<file path="config.mk">
export PLATFORM = sky130hd
export DESIGN_NAME = uart_irq_regs
export DESIGN_NICKNAME = d
export VERILOG_FILES = /design/src/rtl/uart_irq_regs.sv
export SDC_FILE = /design/constraint.sdc
export NUM_CORES = 1
export LEC_CHECK = 0
export BUFFER_PORTS_ARGS = -buffer_cell sky130_fd_sc_hd__buf_2
export CAP_MARGIN = 10
export CORE_ASPECT_RATIO = 1.4
export CORE_UTILIZATION = 38
export CTS_CLUSTER_SIZE = 30
export DETAILED_ROUTE_END_ITERATION = 8
export PLACE_DENSITY = 0.95
export SLEW_MARGIN = 10
export SYNTH_ARGS = -nofsm -noshare
export SYNTH_HDL_FRONTEND = slang
export SYNTH_SLANG_ARGS = --single-unit
</file>
<file path="constraint.sdc">
create_clock -name clk -period 1.4 [get_ports clk]
set_input_delay 0.14 -clock clk [delete_from_list [all_inputs] [get_ports clk]]
set_output_delay 0.14 -clock clk [all_outputs]
set_load 0.01 [all_outputs]
</file>
<file path="src/rtl/uart_irq_regs.sv">
module uart_irq_regs #(
  parameter int ADDR_W = 4,
  parameter int NSRC   = 4,
  parameter logic [ADDR_W-1:0] OFS_PEND = 'h0,
  parameter logic [ADDR_W-1:0] OFS_MASK = 'h4,
  parameter logic [ADDR_W-1:0] OFS_INJ  = 'h8
) (
  input  logic              clk,
  input  logic              rst_n,
  input  logic              bus_valid,
  input  logic              bus_write,
  input  logic [ADDR_W-1:0] bus_addr,
  input  logic [31:0]       bus_wdata,
  output logic [31:0]       bus_rdata,
  input  logic [NSRC-1:0]   evt_i,
  output logic [NSRC-1:0]   irq_o
);
  localparam int PAD = 32 - NSRC;

  logic [NSRC-1:0] st_q, en_q, irq_q;
  logic [NSRC-1:0] wbits;
  logic wr_pend, wr_mask, wr_inj, rd;

  assign wbits   = bus_wdata[NSRC-1:0];
  assign wr_pend = bus_valid && bus_write && bus_addr == OFS_PEND;
  assign wr_mask = bus_valid && bus_write && bus_addr == OFS_MASK;
  assign wr_inj  = bus_valid && bus_write && bus_addr == OFS_INJ;
  assign rd      = bus_valid && !bus_write;

  always_ff @(posedge clk or negedge rst_n) begin
    if (!rst_n) begin
      st_q  <= '0;
      en_q  <= '0;
      irq_q <= '0;
    end else begin
      st_q  <= (st_q & ~(wr_pend ? wbits : '0)) | evt_i | (wr_inj ? wbits : '0);
      if (wr_mask) en_q <= wbits;
      irq_q <= st_q & en_q;
    end
  end

  always_comb begin
    bus_rdata = '0;
    if (rd) begin
      if (bus_addr == OFS_PEND)      bus_rdata = {{PAD{1'b0}}, st_q};
      else if (bus_addr == OFS_MASK) bus_rdata = {{PAD{1'b0}}, en_q};
    end
  end

  assign irq_o = irq_q;
endmodule

</file>
==> impl_metrics.env <==
export IMPL_p_comb_share_pct=21.4
export IMPL_start_util_pct=40.77
export IMPL_drtAntennaViolNets=0
export IMPL_swShare_pct=27.14
export IMPL_drv_slew=0
export IMPL_placeableCoreArea_sq_um=1973
export IMPL_grt_first_pass_wirelength_mm=2.063
export IMPL_syn_area_sq_um=804.5
export IMPL_overflow=0
export IMPL_p_sw_mw=0.2379
export IMPL_p_leak_nw=0.5182
export IMPL_hold_viol=0
export IMPL_dpl_instance_area_sq_um=829.5
export IMPL_maxCapViolations=0
export IMPL_io_pins=80
export IMPL_seq_area_frac_synth_pct=37.33
export IMPL_die_width_um=40.89
export IMPL_worst_path_max_fanout=4
export IMPL_dr_pass1_iters=4
export IMPL_period_share_pct=89.62
export IMPL_drt_initial_drc_count=9
export IMPL_synth_area_per_cell_sq_um=10.59
export IMPL_drc=0
export IMPL_die_area_sq_um=2308
export IMPL_status="completed"
export IMPL_cp_data_arrival_time_ns=1.11
export IMPL_cts_tree="yes"
export IMPL_syn_inst=76
export IMPL_area_growth_syn_to_layout_pct=8.865
export IMPL_antenna_found_initial=0
export IMPL_clock_sinks=12
export IMPL_seqPwrFrac_pct=47.3
export IMPL_track_usage_pct=13.09
export IMPL_crit_type="in2out"
export IMPL_async_flop_share_pct=100.0
export IMPL_ys_flop_type="dfrtp_1"
export IMPL_wl_per_cell_um=10.45
export IMPL_synth_most_common_cell="buf_4"
export IMPL_postCtsSetupBuffers=0
export IMPL_num_vias=540
export IMPL_netlist_area_leader_share_pct=37.33
export IMPL_synthTopCellsByArea="dfrtp_1 (37%), buf_4 (27%), mux2_4 (7.5%), a311o_1 (5.0%), mux2i_1 (5.0%)"
export IMPL_clockBufferDepth=2
export IMPL_grt_pass1_vias=514
export IMPL_path_clk_slew_ns=0.07
export IMPL_layout_setup_ws_ns=0.1454
export IMPL_drive_gt1_share_pct=33.33
export IMPL_numCtsBuffers=3
export IMPL_fin_area_sq_um=875.8
export IMPL_fin_skew_ns=0.001142
export IMPL_num_rows=19
export IMPL_synth_cell_types=15
export IMPL_cts_root_buf="clkbuf_4"
export IMPL_wirelength_mm=1.285
export IMPL_peakVddDrop_mv=0.4353
export IMPL_tns_ns=0
export IMPL_viasPerCell=4.390
export IMPL_ys_warn_count=0
export IMPL_p_clk_share_pct=31.3
export IMPL_yosysTopAreaCell="dfrtp_1"
export IMPL_antenna_cells=0
export IMPL_synth_edff_count=0
export IMPL_reg2reg_depth=3
export IMPL_grt_max_degree=13
export IMPL_insertion_delay_ns=0.27
export IMPL_dp_worst_setup_slack_ns=0.1368
export IMPL_numPortBuffers=23
export IMPL_dieHeight_um=56.44
export IMPL_endpoint_kind="output pin"
export IMPL_synth_seq_cells=12
export IMPL_crit_required_ns=1.26
export IMPL_hpwlAfterDp_mm=1.071
export IMPL_max_freq_mhz=797.0
export IMPL_setup_violations=0
export IMPL_htree_levels=1
export IMPL_place_gp_congestion=0.7685
export IMPL_layout_min_cycle_time_ns=1.255
export IMPL_p_int_mw=0.6388
export IMPL_rsz0062_at_grt="no"
export IMPL_nNetsFinal=147
export IMPL_cp_start_kind="primary input"
export IMPL_p_per_area_nw_per_um2=1001
export IMPL_hold_class="in2reg"
export IMPL_holdPathStages=2
export IMPL_netlist_top_cells_count="buf_4 (29), dfrtp_1 (12), inv_1 (5)"
-- layer usage --
| layer | share of wire [%] | up-vias | wire, um | GRT usage, % |
|---|---|---|---|---|
| met5 | 0 | - | 0 | 0 |
| met1 | 39 | 247 | 502 | 15.48 |
| met3 | 11 | 2 | 139 | 5.138 |
| met4 | 1.8 | 0 | 23 | 7.143 |
| li1 | - | 253 | - | - |
| met2 | 48 | 38 | 620 | 19.20 |
-- power groups by stage --
stage	clock network, mW	logic [mW]	registers (mW)
2_1_floorplan	0	0.169	0.429
6_report	0.274	0.187	0.415
3_3_place_gp	0	0.179	0.418
5_1_grt	0.292	0.211	0.424
4_1_cts	0.277	0.189	0.415
3_5_place_dp	0	0.186	0.422
-- layout make-up --
type	count	area, sq um
fill	199	1097
multi-input combinational	57	369.1
sequential	12	300.3
timing repair buffer	24	125.1
clock buffer	4	36.28
tap	21	26.28
inverter	5	18.77
-- critical path: stages --
cell and delay (ns):
buf_2 0.10, nand2b_1 0.12, or4_1 0.49, nor2_1 0.13
buf_2 0.13
-- final timing paths --
path	startpoint	to	slack, ns
max reg2reg	st_q[2]$_DFF_PN0_	st_q[2]$_DFF_PN0_	0.44
min	evt_i[1]	st_q[1]$_DFF_PN0_	0.08
max in group asynchronous	rst_n	irq_o[3]$_DFF_PN0_	0.93
min reg2reg	en_q[2]$_DFFE_PN0P_	irq_o[2]$_DFF_PN0_	0.52
max	bus_addr[1]	bus_rdata[1]	0.15
min in group asynchronous	rst_n	irq_o[0]$_DFF_PN0_	0.27
-- cell families (layout without fill, tap and decap cells) --
| kind of cell | count (synthesis) | after routing | synth area share, % |
|---|---|---|---|
| buf+inv | 34 | 33 | 29.39 |
| mux | 8 | 8 | 12.44 |
| compound gates | 8 | 8 | 8.087 |
| simple gates | 13 | 13 | 12.29 |
| other cells | 1 | 28 | 0.4661 |
| flops | 12 | 12 | 37.33 |
-- cells in the final DEF (no fill, tap or decap) --
cell,instances
conb_1,28
buf_2,23
dfrtp_1,12
inv_1,5
and2_1,4
a31oi_1,4
a311o_1,4
mux2i_1,4
nor2_1,4
mux2_4,4
clkbuf_4,3
and4bb_4,1
and2_4,1
nand2b_1,1
or4_1,1
nand3b_4,1
clkbuf_8,1
dlygate4sd3_1,1
-- registers in the layout, indices dropped and copies added (netlist names) --
register / count
st_q: 4
irq_o: 4
en_q: 4
-- timing repair --
action / in CTS / in global routing
setup endpoints to repair: 0 / 0
endpoints found under the hold margin: 12 / 0
hold buffers: 1 / 0
gates resized for setup: 0 / 0
-- through the flow --
| step | total power, mW | utilization, % | cells | hold slack [ns] |
|---|---|---|---|---|
| 3_5_place_dp | 0.6082 | 42.04 | 118 | 0.02535 |
| 5_1_grt | 0.9256 | 44.39 | 123 | 0.07685 |
| 2_1_floorplan | 0.5982 | - | 103 | -0.1556 |
| 6_report | 0.8768 | 44.39 | 123 | 0.07764 |
| 3_3_place_gp | 0.5972 | 42.04 | 118 | 0.01391 |
| 4_1_cts | 0.8813 | 44.39 | 123 | 0.07180 |
(Power assumes the default switching activity.)
